`config.mk`:
```
export PLATFORM = sky130hd
export DESIGN_NAME = ctree_sum
export DESIGN_NICKNAME = d
export VERILOG_FILES = /design/src/rtl/ctree_pkg.sv /design/src/rtl/ctree_csa32.sv /design/src/rtl/ctree_csa42.sv /design/src/rtl/ctree_cpa.sv /design/src/rtl/ctree_sum.sv
export SDC_FILE = /design/constraint.sdc
export NUM_CORES = 1
export LEC_CHECK = 0
export BUFFER_PORTS_ARGS = -buffer_cell sky130_fd_sc_hd__buf_2
export CAP_MARGIN = 20
export CORE_UTILIZATION = 35
export DETAILED_ROUTE_END_ITERATION = 8
export GPL_TIMING_DRIVEN = 0
export PLACE_DENSITY_LB_ADDON = 0.05
export REMOVE_ABC_BUFFERS = 1
export SLEW_MARGIN = 30
export SYNTH_ARGS = -nofsm -noshare
export SYNTH_HDL_FRONTEND = slang
export SYNTH_HIERARCHICAL = 1
export SYNTH_SLANG_ARGS = --single-unit
```
`constraint.sdc`:
```
create_clock -name vclk -period 9.2
set_input_delay 2.3 -clock vclk [all_inputs]
set_output_delay 2.3 -clock vclk [all_outputs]
set_load 0.01 [all_outputs]
```
`src/rtl/ctree_pkg.sv`:
```
package ctree_pkg;

   typedef enum logic [0:0] {
      ST_FA_ONLY  = 1'b0,
      ST_GREEDY42 = 1'b1
   } strat_e;

   typedef enum logic [1:0] {
      FIN_AUTO   = 2'd0,
      FIN_RIPPLE = 2'd1,
      FIN_PREFIX = 2'd2
   } final_e;

   localparam int PREFIX_MIN_W = 16;

   // vector count after one reduction level
   function automatic int next_cnt(int k, strat_e st);
      int n4, r, n3;
      n4 = (st == ST_GREEDY42) ? k / 4 : 0;
      r  = k - 4 * n4;
      n3 = (st == ST_GREEDY42) ? ((r >= 3) ? 1 : 0) : r / 3;
      return 2 * n4 + 2 * n3 + (r - 3 * n3);
   endfunction

   function automatic int cnt_at(int n, strat_e st, int lvl);
      int k;
      k = n;
      for (int i = 0; i < lvl; i++)
         if (k > 2) k = next_cnt(k, st);
      return k;
   endfunction

   function automatic int num_levels(int n, strat_e st);
      int k, l;
      k = n;
      l = 0;
      while (k > 2) begin
         k = next_cnt(k, st);
         l++;
      end
      return l;
   endfunction

   function automatic bit use_prefix(int w, final_e fm);
      return (fm == FIN_PREFIX) || ((fm == FIN_AUTO) && (w >= PREFIX_MIN_W));
   endfunction

endpackage

```
`src/rtl/ctree_csa32.sv`:
```
module ctree_csa32 #(
   parameter int W = 8
) (
   input  logic [W-1:0] a_i,
   input  logic [W-1:0] b_i,
   input  logic [W-1:0] c_i,
   output logic [W-1:0] sum_o,
   output logic [W-1:0] carry_o
);

   assign sum_o = a_i ^ b_i ^ c_i;

   if (W > 1) begin : g_wide
      logic [W-2:0] maj;
      assign maj = (a_i[W-2:0] & b_i[W-2:0]) |
                   (a_i[W-2:0] & c_i[W-2:0]) |
                   (b_i[W-2:0] & c_i[W-2:0]);
      assign carry_o = {maj, 1'b0};
   end else begin : g_bit
      assign carry_o = 1'b0;
   end

   always_comb begin
      assert_csa32_total_R2: assert ((sum_o + carry_o) == (a_i + b_i + c_i))
         else $error("3:2 compressor lost value");
   end

endmodule

```
`src/rtl/ctree_csa42.sv`:
```
module ctree_csa42 #(
   parameter int W = 8
) (
   input  logic [W-1:0] a_i,
   input  logic [W-1:0] b_i,
   input  logic [W-1:0] c_i,
   input  logic [W-1:0] d_i,
   output logic [W-1:0] sum_o,
   output logic [W-1:0] carry_o
);

   logic [W-1:0] row_s, row_c;

   ctree_csa32 #(.W(W)) u_row0 (
      .a_i(a_i), .b_i(b_i), .c_i(c_i), .sum_o(row_s), .carry_o(row_c)
   );

   ctree_csa32 #(.W(W)) u_row1 (
      .a_i(row_s), .b_i(d_i), .c_i(row_c), .sum_o(sum_o), .carry_o(carry_o)
   );

   always_comb begin
      assert_csa42_total_R3: assert ((sum_o + carry_o) == (a_i + b_i + c_i + d_i))
         else $error("4:2 compressor lost value");
   end

endmodule

```
`src/rtl/ctree_cpa.sv`:
```
module ctree_cpa #(
   parameter int W          = 8,
   parameter bit USE_PREFIX = 1'b0
) (
   input  logic [W-1:0] a_i,
   input  logic [W-1:0] b_i,
   output logic [W-1:0] sum_o
);

   logic [W-1:0] cy;
   assign cy[0] = 1'b0;

   if (USE_PREFIX) begin : g_prefix
      localparam int STG = (W > 1) ? $clog2(W) : 0;
      logic [STG:0][W-1:0] gs, ps;

      assign gs[0] = a_i & b_i;
      assign ps[0] = a_i ^ b_i;

      for (genvar s = 1; s <= STG; s++) begin : g_stage
         localparam int D = 1 << (s - 1);
         for (genvar i = 0; i < W; i++) begin : g_bit
            if (i >= D) begin : g_comb
               assign gs[s][i] = gs[s-1][i] | (ps[s-1][i] & gs[s-1][i-D]);
               assign ps[s][i] = ps[s-1][i] & ps[s-1][i-D];
            end else begin : g_pass
               assign gs[s][i] = gs[s-1][i];
               assign ps[s][i] = ps[s-1][i];
            end
         end
      end

      for (genvar i = 1; i < W; i++) begin : g_cy
         assign cy[i] = gs[STG][i-1];
      end
      assign sum_o = ps[0] ^ cy;

      // the top stage spans bits 0..i: a fully propagating span cannot generate
      always_comb begin
         for (int i = 0; i < W; i++) begin
            assert_prefix_span_R6: assert (!(ps[STG][i] && gs[STG][i]))
               else $error("prefix span inconsistent at bit %0d", i);
         end
      end
   end else begin : g_ripple
      for (genvar i = 0; i < W - 1; i++) begin : g_cy
         assign cy[i+1] = (a_i[i] & b_i[i]) | (a_i[i] & cy[i]) | (b_i[i] & cy[i]);
      end
      assign sum_o = a_i ^ b_i ^ cy;
   end

   always_comb begin
      assert_cpa_sum_R6: assert (sum_o == a_i + b_i)
         else $error("final adder mismatch");
   end

endmodule

```
`src/rtl/ctree_sum.sv`:
```
module ctree_sum #(
   parameter int                N          = 9,
   parameter int                W          = 16,
   parameter ctree_pkg::strat_e STRATEGY   = ctree_pkg::ST_GREEDY42,
   parameter ctree_pkg::final_e FINAL_MODE = ctree_pkg::FIN_AUTO
) (
   input  logic [N-1:0][W-1:0] ops_i,
   output logic [W-1:0]        sum_o
);

   localparam int  LEVELS = ctree_pkg::num_levels(N, STRATEGY);
   localparam int  KF     = ctree_pkg::cnt_at(N, STRATEGY, LEVELS);
   localparam bit  PFX    = ctree_pkg::use_prefix(W, FINAL_MODE);

   if (N < 1 || N > 16) begin : g_bad_n
      $error("ctree_sum: N must lie in 1..16");
   end
   if (W < 1 || W > 64) begin : g_bad_w
      $error("ctree_sum: W must lie in 1..64");
   end

   for (genvar l = 0; l <= LEVELS; l++) begin : g_lv
      localparam int K = ctree_pkg::cnt_at(N, STRATEGY, l);
      logic [K-1:0][W-1:0] v;

      if (l == 0) begin : g_in
         assign v = ops_i;
      end else begin : g_red
         localparam int KP = ctree_pkg::cnt_at(N, STRATEGY, l - 1);
         localparam int N4 = (STRATEGY == ctree_pkg::ST_GREEDY42) ? KP / 4 : 0;
         localparam int RM = KP - 4 * N4;
         localparam int N3 = (STRATEGY == ctree_pkg::ST_GREEDY42) ?
                             ((RM >= 3) ? 1 : 0) : RM / 3;
         localparam int NP = RM - 3 * N3;

         if (K != 2 * N4 + 2 * N3 + NP) begin : g_bad_sched
            $error("ctree_sum: inconsistent level schedule");
         end

         for (genvar g = 0; g < N4; g++) begin : g_c42
            ctree_csa42 #(.W(W)) u_c42 (
               .a_i    (g_lv[l-1].v[4*g+0]),
               .b_i    (g_lv[l-1].v[4*g+1]),
               .c_i    (g_lv[l-1].v[4*g+2]),
               .d_i    (g_lv[l-1].v[4*g+3]),
               .sum_o  (v[2*g]),
               .carry_o(v[2*g+1])
            );
         end

         for (genvar g = 0; g < N3; g++) begin : g_c32
            ctree_csa32 #(.W(W)) u_c32 (
               .a_i    (g_lv[l-1].v[4*N4+3*g+0]),
               .b_i    (g_lv[l-1].v[4*N4+3*g+1]),
               .c_i    (g_lv[l-1].v[4*N4+3*g+2]),
               .sum_o  (v[2*N4+2*g]),
               .carry_o(v[2*N4+2*g+1])
            );
         end

         for (genvar g = 0; g < NP; g++) begin : g_pass
            assign v[2*N4+2*N3+g] = g_lv[l-1].v[4*N4+3*N3+g];
         end
      end
   end

   logic [W-1:0] fin_a, fin_b;
   assign fin_a = g_lv[LEVELS].v[0];

   if (KF >= 2) begin : g_two
      assign fin_b = g_lv[LEVELS].v[1];
   end else begin : g_one
      assign fin_b = '0;
   end

   ctree_cpa #(.W(W), .USE_PREFIX(PFX)) u_cpa (
      .a_i  (fin_a),
      .b_i  (fin_b),
      .sum_o(sum_o)
   );

   logic [W-1:0] chk_sum;
   always_comb begin
      chk_sum = '0;
      for (int i = 0; i < N; i++) chk_sum = chk_sum + ops_i[i];
      assert_total_R1: assert (sum_o == chk_sum)
         else $error("tree total mismatch");
      if (N == 1) begin
         assert_single_R5: assert (sum_o == ops_i[0])
            else $error("single operand not passed through");
      end
   end

endmodule

```
==> summary.md <==
| Metric | Value |
|---|---|
| First-pass GRT wire length | `9.54 mm` |
| CP Launch Type | `input port` |
| CTS Hold Bufs | `0` |
| Vias in the first global route | `2290` |
| DIE HEIGHT | `96.3 µm` |
| Signal arrival time at the worst endpoint | `6.65 ns` |
| Via-to-Cell Ratio | `4.54` |
| Row cnt | `34` |
| Worst Path Class, Setup | `in -> out` |
| Crit-path max FO | `3` |
| Clock buffers | `0` |
| # diodes | `0` |
| Most common cell in the synthesized netlist | `fa_1` |
| Tmin final | `8.95 ns` |
| Share of cells above drive strength 1 | `0.440` |
| Die width | `96.3 µm` |
| # Max-Cap Violations | `0` |
| Core footprint | `0.00868 mm²` |
| 1st-pass router iterations | `4` |
| Fillers | `832` |
| Synth-to-layout area growth | `28.1%` |
| Die area | `0.00926 mm²` |
| Nets | `644` |
| CP Capture Type | `primary output` |
| Final ANT Viol Nets | `0` |
| Max Freq | `112 MHz` |
| Unrepaired setup endpoints after global routing | `false` |
| Sequential fraction of the synthesis area | `0` |
| Initial antenna violation count | `0` |
| Period utilisation layout | `0.973` |
| Placed cell count | `485` |
| Synthesized instance count | `226` |
| DP Wirelength | `5.77 mm` |
| Final hold vios | `0` |
| GRT Overall Usage | `0.127` |
| Synth area leaders | `fa_1 (68%), ha_1 (6.0%), xor3_1 (5.4%)` |
| Routed WL per cell | `11.6 µm` |
| Outcome | `finished clean` |
| Remaining DRCs | `0` |
| Post-CTS Repair Setup Buffers | `0` |
| Leading area contributor after synthesis | `fa_1` |
| Register area | `0 µm²` |
| Area of the mapped netlist | `0.00311 mm²` |
| Overflow after GRT | `0` |
| Fin. max-slew vios | `0` |
| Port Buf Inserts | `160` |
| Avg Inst Size Synth | `13.8 µm²` |
| Yosys Warn Count | `6` |
| Final-report setup violation count | `0` |
| Hold Path Stages | `4` |
| Drt total wl | `5.62 mm` |
| Area of the multi-input gates | `0.00304 mm²` |
| Synth top cells by count | `fa_1 (106), ha_1 (15), a21oi_1 (10), nand2_1 (10), xnor2_1 (9)` |
| Worst Path Required | `6.90 ns` |
| Post-CTS sizing | `0` |
| Top-level I/O count | `160` |
| Vias | `2201` |
| Gpl congestion | `0.765` |
| Largest net degree at the start of global routing | `12` |
| Post-Layout Cell Count | `485` |
| Hold Crit Class | `in -> out` |
| Hold EP | `sum_o[0]` |
| Synth cell types | `34` |
| Setup TNS | `0 ns` |
| Yosys top cell area share | `0.682` |
| Hold Startpoint | `ops_i[128]` |
| Initial DRC count | `32` |
| Initial Util | `0.358` |
| Seq_cells | `0` |
## critical path: stages
cell and delay [ns]:
buf_2 0.11, fa_1 0.50, fa_1 0.52, fa_1 0.53, fa_1 0.53, fa_1 0.55
fa_1 0.49, a21oi_1 0.24, o221a_4 0.24, o211ai_2 0.09, a31oi_1 0.24, xnor2_1 0.15
buf_2 0.16
## area by class of cell
cell class | instances | area share
tap | 108 | 0.0339
multi-input combinational | 214 | 0.762
inverter | 3 | 0.00283
timing repair buffer | 160 | 0.201
## cells in the final DEF (no fill, tap or decap), types with 2 or more instances in the layout
cell      instances
o21ai_0           2
ha_1             15
a21oi_1          10
a21oi_2           2
nor2_1            3
nand2b_1          2
fa_1            106
o211ai_1          4
buf_2           160
o21a_1            3
o21ai_1           2
a21o_1            5
xor3_1            7
nand4_1           2
nor3_1            2
nand3_1           6
o211ai_2          2
conb_1            7
xnor2_1           9
xor2_1            4
inv_1             3
nand2_1          10
## cells by family (layout without fill, tap and decap cells)
kind of cell             count (synthesis)  after routing  share of synthesized area
adder cells (fa/ha/maj)                121            121                      0.743
buffers and inverters                   12            163                     0.0237
XOR/XNOR                                20             20                     0.0901
other                                    7              7                    0.00845
AO/OA/AOI/OAI                           36             36                     0.0857
AND/OR/NAND/NOR                         30             30                     0.0491
## how the worst max path moves through the flow
stage / startpoint / endpoint / slack, ns
6_report: ops_i[1] / sum_o[14] / 0.25
5_1_grt: ops_i[1] / sum_o[14] / 0.005
4_1_cts: ops_i[1] / sum_o[14] / 0.21
3_5_place_dp: ops_i[1] / sum_o[14] / 0.26
3_3_place_gp: ops_i[1] / sum_o[14] / 0.21
2_1_floorplan: ops_i[1] / sum_o[14] / 0.68
## per-stage QoR
step / util / instance area, µm² / setup WS, ns / hold slack, ns
6_report: 0.459 / 3980 / 0.247 / 5.10
2_1_floorplan: - / 3050 / 0.676 / 4.91
4_1_cts: 0.459 / 3980 / 0.211 / 5.10
3_3_place_gp: 0.459 / 3980 / 0.206 / 5.09
3_5_place_dp: 0.459 / 3980 / 0.257 / 5.09
5_1_grt: 0.459 / 3980 / 0.00531 / 5.12
## per-layer routing
layer  vias to the layer above  routed length, µm  track usage
met5                         -                  0            0
met4                         0                  0            0
met3                         0                491       0.0118
met2                        93               2830        0.228
met1                      1064               2300        0.177
li1                       1044                  -            -
Power is left out: the tool's default activity adds up to more than one toggle a clock period on the data nets, which glitch-free logic cannot reach.
